$ cat config.mk
export PLATFORM = sky130hd
export DESIGN_NAME = cmode_seq
export DESIGN_NICKNAME = d
export VERILOG_FILES = /design/src/rtl/cmode_seq_pkg.sv /design/src/rtl/cm_hw_class.sv /design/src/rtl/cm_word_phase.sv /design/src/rtl/cmode_seq.sv
export SDC_FILE = /design/constraint.sdc
export NUM_CORES = 1
export LEC_CHECK = 0
export BUFFER_PORTS_ARGS = -buffer_cell sky130_fd_sc_hd__buf_2
export CAP_MARGIN = 25
export CORE_AREA = 2 2 39 41
export DETAILED_ROUTE_END_ITERATION = 10
export DIE_AREA = 0 0 41 43
export PLACE_DENSITY = 0.45
export SYNTH_ARGS = -nofsm -noshare
export SYNTH_HDL_FRONTEND = slang
export SYNTH_SLANG_ARGS = --single-unit
$ cat constraint.sdc
create_clock -name clk -period 1 [get_ports clk]
set_input_delay 0.15 -clock clk [delete_from_list [all_inputs] [get_ports clk]]
set_output_delay 0.15 -clock clk [all_outputs]
set_load 0.02 [all_outputs]
$ cat src/rtl/cmode_seq_pkg.sv
package cmode_seq_pkg;
   typedef enum logic [1:0] {
      MODE_STD = 2'd0,
      MODE_C10 = 2'd1,
      MODE_C16 = 2'd2
   } cm_mode_e;
endpackage

$ cat src/rtl/cm_hw_class.sv
module cm_hw_class #(
   parameter int HW_W      = 16,
   parameter bit MSB_FIRST = 1'b1
) (
   input  logic [HW_W-1:0] hw,
   output logic            lead_bit,
   output logic            tail_bit
);
   initial begin
      if (HW_W < 2) $error("cm_hw_class: HW_W must be at least 2");
   end

   generate
      if (MSB_FIRST) begin : g_msb
         assign lead_bit = hw[HW_W-1];
         assign tail_bit = hw[0];
      end else begin : g_lsb
         assign lead_bit = hw[0];
         assign tail_bit = hw[HW_W-1];
      end
   endgenerate
endmodule

$ cat src/rtl/cm_word_phase.sv
module cm_word_phase #(
   parameter int HWS = 2
) (
   input  logic clk,
   input  logic rst,
   input  logic clr,
   input  logic en,
   output logic first,
   output logic last
);
   localparam int CW = (HWS > 1) ? $clog2(HWS) : 1;
   localparam logic [CW-1:0] LAST_V = CW'(HWS - 1);

   logic [CW-1:0] cnt_q;

   initial begin
      if (HWS < 1) $error("cm_word_phase: HWS must be at least 1");
   end

   always_ff @(posedge clk) begin
      if (rst || clr)     cnt_q <= '0;
      else if (en)        cnt_q <= (cnt_q == LAST_V) ? '0 : cnt_q + 1'b1;
   end

   assign first = (cnt_q == '0);
   assign last  = en && (cnt_q == LAST_V);


   phase_range_chk: assert property (@(posedge clk) disable iff (rst)
      cnt_q <= LAST_V);
endmodule

$ cat src/rtl/cmode_seq.sv
module cmode_seq
   import cmode_seq_pkg::*;
#(
   parameter int HW_W      = 16,
   parameter int PEND_HWS  = 2,
   parameter bit MSB_FIRST = 1'b1
) (
   input  logic            clk,
   input  logic            rst,
   input  logic            hw_valid,
   input  logic [HW_W-1:0] hw,
   input  logic            entry_op,
   output logic [1:0]      mode,
   output logic            imm_form,
   output logic            ret_pending
);
   cm_mode_e mode_q, mode_n;
   logic     pend_q, pend_n;
   logic     lead_bit, tail_bit;
   logic     word_first, word_last;
   logic     in_std, go_c10, back16, ph_clr;

   initial begin
      if (PEND_HWS < 1) $error("cmode_seq: PEND_HWS must be at least 1");
   end

   cm_hw_class #(.HW_W(HW_W), .MSB_FIRST(MSB_FIRST)) u_class (
      .hw       (hw),
      .lead_bit (lead_bit),
      .tail_bit (tail_bit)
   );

   assign in_std = (mode_q == MODE_STD);
   assign go_c10 = in_std && !pend_q && hw_valid && entry_op && word_first;
   assign back16 = in_std && pend_q && word_last;
   assign ph_clr = !in_std || go_c10 || back16;

   cm_word_phase #(.HWS(PEND_HWS)) u_phase (
      .clk   (clk),
      .rst   (rst),
      .clr   (ph_clr),
      .en    (hw_valid && in_std),
      .first (word_first),
      .last  (word_last)
   );

   always_comb begin
      mode_n = mode_q;
      pend_n = pend_q;
      unique case (mode_q)
         MODE_STD: begin
            if (back16) begin
               mode_n = MODE_C16;
               pend_n = 1'b0;
            end else if (go_c10) begin
               mode_n = MODE_C10;
            end
         end
         MODE_C10: begin
            if (hw_valid) mode_n = tail_bit ? MODE_C16 : MODE_STD;
         end
         MODE_C16: begin
            if (hw_valid && !tail_bit) begin
               mode_n = MODE_STD;
               pend_n = lead_bit;
            end
         end
         default: begin
            mode_n = MODE_STD;
            pend_n = 1'b0;
         end
      endcase
   end

   always_ff @(posedge clk) begin
      if (rst) begin
         mode_q <= MODE_STD;
         pend_q <= 1'b0;
      end else begin
         mode_q <= mode_n;
         pend_q <= pend_n;
      end
   end

   assign mode        = mode_q;
   assign ret_pending = pend_q;
   assign imm_form    = hw_valid && (mode_q == MODE_C16) && lead_bit && tail_bit;


   hold_idle_chk: assert property (@(posedge clk) disable iff (rst)
      !hw_valid |=> ($stable(mode) && $stable(ret_pending)));

   pend_std_only_chk: assert property (@(posedge clk) disable iff (rst)
      ret_pending |-> (mode == 2'd0));

   c10_single_chk: assert property (@(posedge clk) disable iff (rst)
      (mode == 2'd1 && hw_valid) |=> (mode != 2'd1));

   c10_entry_chk: assert property (@(posedge clk) disable iff (rst)
      (mode == 2'd0 && hw_valid && entry_op && !ret_pending && word_first) |=> (mode == 2'd1));

   imm_mode_chk: assert property (@(posedge clk) disable iff (rst)
      imm_form |-> (mode == 2'd2 && hw_valid));

   imm_stay_chk: assert property (@(posedge clk) disable iff (rst)
      imm_form |=> (mode == 2'd2));
endmodule

==> results.sh, run 1 <==
export IMPL_status="finished, violations left"
export IMPL_violations="setup timing"
export IMPL_multi_input_area_um2=167.7
export IMPL_yosys_top_cells_area="dfxtp_1, nand4_1, a2111oi_2, inv_1, mux2i_1"
export IMPL_ir_drop_uv=534.8
export IMPL_drt_iter0_drc=2
export IMPL_min_from="rst"
export IMPL_skew_ps=2.381
export IMPL_viasPerCell=4.607
export IMPL_clk_pin_slew_ps=40
export IMPL_timing_rr_start="ret_pending"
export IMPL_wl_per_cell_um=11.23
export IMPL_ys_seq_area_frac=0.3556
export IMPL_max_stage_delay_ps=320
export IMPL_cp_end_kind="primary output"
export IMPL_instances_no_fill=61
export IMPL_slew_headroom=0.8240
export IMPL_min_period_ps=1155
export IMPL_hp_class="input pin to flip-flop"
export IMPL_post_synth_num_cell_types=19
export IMPL_avgSynthCellArea_um2=8.662
export IMPL_grt_overflow=0
export IMPL_worstPathCellList="nor2b_4 > and4_4 > buf_6"
export IMPL_hpwl_um=495.9
export IMPL_worst_setup_path_start_kind="flip-flop"
export IMPL_drive_above_1_share=0.6889
export IMPL_placed_cells=56
export IMPL_start_util=0.1627
export IMPL_clk_latency_ps=230
export IMPL_cts_tree="built"
export IMPL_io_pins=24
export IMPL_hold_viol=0
export IMPL_worstSetupPathType="flip-flop to primary output"
export IMPL_core_mm2=0.001384
export IMPL_synthesis_area_um2=225.2
export IMPL_startpoint="mode[0]"
export IMPL_drt_pass1_iterations=3
export IMPL_fmax_mhz=866.0
export IMPL_clock_sinks=4
export IMPL_place_congestion=0.7755
export IMPL_synth_area_leader_cell="dfxtp_1"
export IMPL_grt_antenna_before_repair=0
export IMPL_worstMarginPinSlew_ps=263.4
export IMPL_layout_setup_ws_ps=-154.7
export IMPL_maxSlewViolCount=0
export IMPL_ff_latch_area_um2=88.84
export IMPL_dp_worst_setup_slack_ps=-84.70
export IMPL_grt_pass1_vias=285
export IMPL_layout_nets=67
export IMPL_area_growth_syn_to_layout_pct=92.78
export IMPL_n_antenna_cell=0
export IMPL_htreeDepth=1
export IMPL_yosys_warnings=0
export IMPL_critPathBufInv=1
export IMPL_cts_buffers=3
export IMPL_power_density_mw_per_mm2=1060
export IMPL_syn_num_nets=46
export IMPL_port_buffers=9
export IMPL_ys_ff_latch=4
export IMPL_root_buffer="clkbuf_4"
export IMPL_grt_setup_unrepaired="yes"
export IMPL_fp_dieW_um=41
export IMPL_p_leak_nw=0.1931
export IMPL_period_share=1.155
export IMPL_cp_top_family="simple AND/OR/NAND/NOR gates"
export IMPL_wirelength_um=685
export IMPL_cts_hold_buf=0
export IMPL_vias=281
export IMPL_grt_pass1_wl_mm=1.166
export IMPL_cp_slowest_cell="dfxtp_2"
export IMPL_row_count=14
export IMPL_synthDominantCellAreaShare=0.3556
export IMPL_fp_dieArea_mm2=0.001763
export IMPL_track_usage=0.09729
export IMPL_route_detailed_drc=0
export IMPL_required_ps=850
export IMPL_die_y_um=43
export IMPL_mostFrequentLayoutCells="buf_2, buf_4, buf_6"
export IMPL_max_cap_viol_count=0
export IMPL_ant_nets=0
export IMPL_fin_hold_ws_ps=162.0
export IMPL_netlist_instances=26
export IMPL_setup_viol=3
export IMPL_clockBufferDepth=2
export IMPL_path_max_fanout=2
export IMPL_critPathArrivalTime_ps=1000
export IMPL_grt_max_degree=6
export IMPL_fill_cells=146
[what timing repair did]
item,CTS,global route
buffers inserted,1,1
pin swaps,1,2
resized for setup,12,5
hold endpoints to repair,0,0
setup endpoints to repair,5,7
[state kept, by name, summed over array words and instances, names as in the netlist]
| signal | count |
|---|---|
| mode | 2 |
| ret_pending | 1 |
| u_phase.cnt_q | 1 |
[cell type report]
type                    count  area share
multi-input cells          18      0.3862
flip-flops and latches      4      0.2046
well taps                  16     0.04611
repair buffers             16      0.2767
clock buffers               3     0.05187
inverters                   4     0.03458
[cell usage after synthesis]
library cell and count:
dfxtp_1 4, inv_1 3, nand4_1 3, a2111oi_2 1, a211o_1 1, a21oi_1 1
a31oi_1 1, and3_1 1, and4_1 1, inv_2 1, mux2i_1 1, nand2b_1 1
nand3_1 1, nor2_1 1, nor2b_1 1, nor3_1 1, nor4b_1 1, o41ai_1 1
or2b_1 1
[final timing paths]
check                                     end  slack (ps)  cells after the start
worst min-delay path            u_phase.cnt_q         160                      2
worst max-delay path                 imm_form        -150                      3
worst max register to register  u_phase.cnt_q         -60                      3
worst min register to register    ret_pending         530                      2
[cell families after synthesis]
kind of cell | after synthesis | share of synthesized area
AO/OA/AOI/OAI | 5 | 0.1944
buffers and inverters | 4 | 0.06665
flip-flops | 4 | 0.3556
multiplexers | 1 | 0.04445
AND/OR/NAND/NOR | 12 | 0.3389
[routing by layer]
| metal | wire length [um] | vias to the layer above | track usage |
|---|---|---|---|
| li1 | - | 140 | - |
| met1 | 316 | 130 | 0.1314 |
| met2 | 324 | 11 | 0.1281 |
| met3 | 44 | 0 | 0.06283 |
| met4 | 0 | 0 | 0.02000 |
| met5 | 0 | - | 0 |
[metrics by stage]
stage	setup TNS [ps]	power [mW]	util	area, um^2
after floorplan	-74.83	0.2087	-	231.5
after global placement	-271.7	0.2485	0.2414	334.1
after detailed placement	-238.4	0.2476	0.2414	334.1
after CTS	-254.9	0.4694	0.2957	409.1
after global routing	-478.7	0.4987	0.3137	434.2
final	-236.8	0.4601	0.3137	434.2
[worst reg2reg max path, delay by kind of cell, from the launching register on]
kind | cells | cell delay, ps
buffers and inverters | 1 | 40
AOI/OAI and AO/OA | 2 | 550
DFF | 1 | 370
[power breakdown]
group / total, mW / leakage (nW) / switching, mW / internal (mW)
registers: 0.172 / 0.0345 / 0.00873 / 0.163
logic: 0.0971 / 0.145 / 0.0433 / 0.0538
clock network: 0.191 / 0.0138 / 0.0578 / 0.134
total: 0.460 / 0.193 / 0.110 / 0.350
Power figures use the tool's default switching activity.
==> inputs of run 2 (changes only) <==
--- a/config.mk
+++ b/config.mk
@@ -10,6 +10,7 @@
 export CORE_AREA = 2 2 39 41
 export DETAILED_ROUTE_END_ITERATION = 10
 export DIE_AREA = 0 0 41 43
+export MAX_ROUTING_LAYER = met4
 export PLACE_DENSITY = 0.45
 export SYNTH_ARGS = -nofsm -noshare
 export SYNTH_HDL_FRONTEND = slang
==> results.sh, run 2 (same netlist as run 1, synthesis figures left out) <==
export IMPL_core_mm2=0.001384
export IMPL_rr_worst_depth=3
export IMPL_drt_pass1_iterations=2
export IMPL_port_buffers=9
export IMPL_cp_end_kind="primary output"
export IMPL_setup_viol=3
export IMPL_cp_slowest_cell="dfxtp_2"
export IMPL_route_detailed_drc=0
export IMPL_io_pins=24
export IMPL_mostFrequentLayoutCells="buf_2, buf_4, buf_6"
export IMPL_layout_setup_ws_ps=-155.7
export IMPL_fmax_mhz=865.3
export IMPL_p_leak_nw=0.1931
export IMPL_fp_dieArea_mm2=0.001763
export IMPL_drive_above_1_share=0.6889
export IMPL_worstSetupPathType="flip-flop to primary output"
export IMPL_track_usage=0.09969
export IMPL_required_ps=850
export IMPL_hpwl_um=495.9
export IMPL_clockBufferDepth=2
export IMPL_r2r_slack_ps=-60
export IMPL_hold_end="u_phase.cnt_q"
export IMPL_root_buffer="clkbuf_4"
export IMPL_htreeDepth=1
export IMPL_grt_max_degree=6
export IMPL_max_cap_viol_count=0
export IMPL_start_util=0.1627
export IMPL_skew_ps=2.013
export IMPL_die_y_um=43
export IMPL_min_period_ps=1156
export IMPL_grt_antenna_before_repair=0
export IMPL_worst_setup_path_start_kind="flip-flop"
export IMPL_min_delay_path_depth=2
export IMPL_r2r_end="u_phase.cnt_q"
export IMPL_cp_top_family="simple AND/OR/NAND/NOR gates"
export IMPL_wirelength_um=688
export IMPL_grt_pass1_wl_mm=1.166
export IMPL_fp_dieW_um=41
export IMPL_maxSlewViolCount=0
export IMPL_worstMarginPinSlew_ps=263.1
export IMPL_wl_per_cell_um=11.28
export IMPL_row_count=14
export IMPL_max_stage_delay_ps=320
export IMPL_dp_worst_setup_slack_ps=-84.70
export IMPL_viasPerCell=4.607
export IMPL_timing_rr_start="ret_pending"
export IMPL_critPathArrivalTime_ps=1010
export IMPL_violations="setup timing"
export IMPL_vias=281
export IMPL_largest_reg_flops=2
export IMPL_area_growth_syn_to_layout_pct=92.78
export IMPL_clk_latency_ps=230
export IMPL_grt_overflow=0
export IMPL_clk_pin_slew_ps=40
export IMPL_status="finished, violations left"
export IMPL_layout_nets=67
export IMPL_ant_nets=0
export IMPL_path_max_fanout=2
export IMPL_clock_sinks=4
export IMPL_grt_setup_unrepaired="yes"
export IMPL_slew_headroom=0.8243
export IMPL_ir_drop_uv=537.3
export IMPL_grt_pass1_vias=284
export IMPL_hold_viol=0
export IMPL_min_from="rst"
export IMPL_cts_tree="built"
export IMPL_power_density_mw_per_mm2=1061
export IMPL_place_congestion=0.7860
export IMPL_period_share=1.156
export IMPL_finalPower_uw=460.8
export IMPL_cts_buffers=3
export IMPL_worstPathCellList="nor2b_4 > and4_4 > buf_6"
export IMPL_hp_class="input pin to flip-flop"
export IMPL_n_antenna_cell=0
export IMPL_drt_iter0_drc=2
export IMPL_critPathBufInv=1
-- run 2: cell counts in the layout (fill, tap and decap cells not counted) --
No cell type changed its count.
-- run 2: worst max path at each step --
stage	start	end	slack, ps	depth (start not counted)
after global routing	mode[0]	imm_form	-200	3
after CTS	mode[0]	imm_form	-160	3
final	mode[0]	imm_form	-160	3
after global placement	mode[0]	imm_form	-100	3
after detailed placement	mode[0]	imm_form	-80	3
after floorplan	ret_pending	u_phase.cnt_q	-70	3
-- run 2: per-layer routing --
metal  part of all wire  track usage  up-vias  wire [um]
met5                  0            -        -          0
met4                  0      0.02000        0          0
met3              0.065      0.06283        0         45
met2               0.48       0.1281       11        327
met1               0.46       0.1314      130        315
li1                   -            -      140          -
-- run 2: report_power, final --
group	internal (mW)	leakage [nW]	switching [mW]	total, mW
registers	0.163	0.0345	0.00873	0.172
logic	0.0538	0.145	0.0433	0.0971
clock network	0.134	0.0138	0.0585	0.192
total	0.350	0.193	0.111	0.461
-- run 2: layout make-up --
type / count / area, um^2
fillers: 146 / 949.7
inverters: 4 / 15.01
repair buffers: 16 / 120.1
well taps: 16 / 20.02
clock buffers: 3 / 22.52
flip-flops and latches: 4 / 88.84
multi-input cells: 18 / 167.7
-- run 2: worst reg2reg max path, delay by kind of cell, from the launching register on --
family	cells	cell delay (ps)
DFF	1	370
buffers and inverters	1	40
AOI/OAI and AO/OA	2	550
-- run 2: repair_timing --
item,CTS,global route
buffers inserted,1,1
hold buffers,0,0
resized for setup,12,5
endpoints found under the setup margin,5,7
pin swaps,1,2
-- run 2: per-stage QoR --
| stage | util | TNS (ps) | hold WS (ps) | instance area [um^2] | instances |
|---|---|---|---|---|---|
| after floorplan | - | -74.83 | 212.0 | 231.5 | 26 |
| after global placement | 0.2414 | -271.7 | 396.5 | 334.1 | 56 |
| after detailed placement | 0.2414 | -238.4 | 384.9 | 334.1 | 56 |
| after CTS | 0.2957 | -254.9 | 151.6 | 409.1 | 60 |
| after global routing | 0.3137 | -478.7 | 155.6 | 434.2 | 61 |
| final | 0.3137 | -238.6 | 161.6 | 434.2 | 61 |
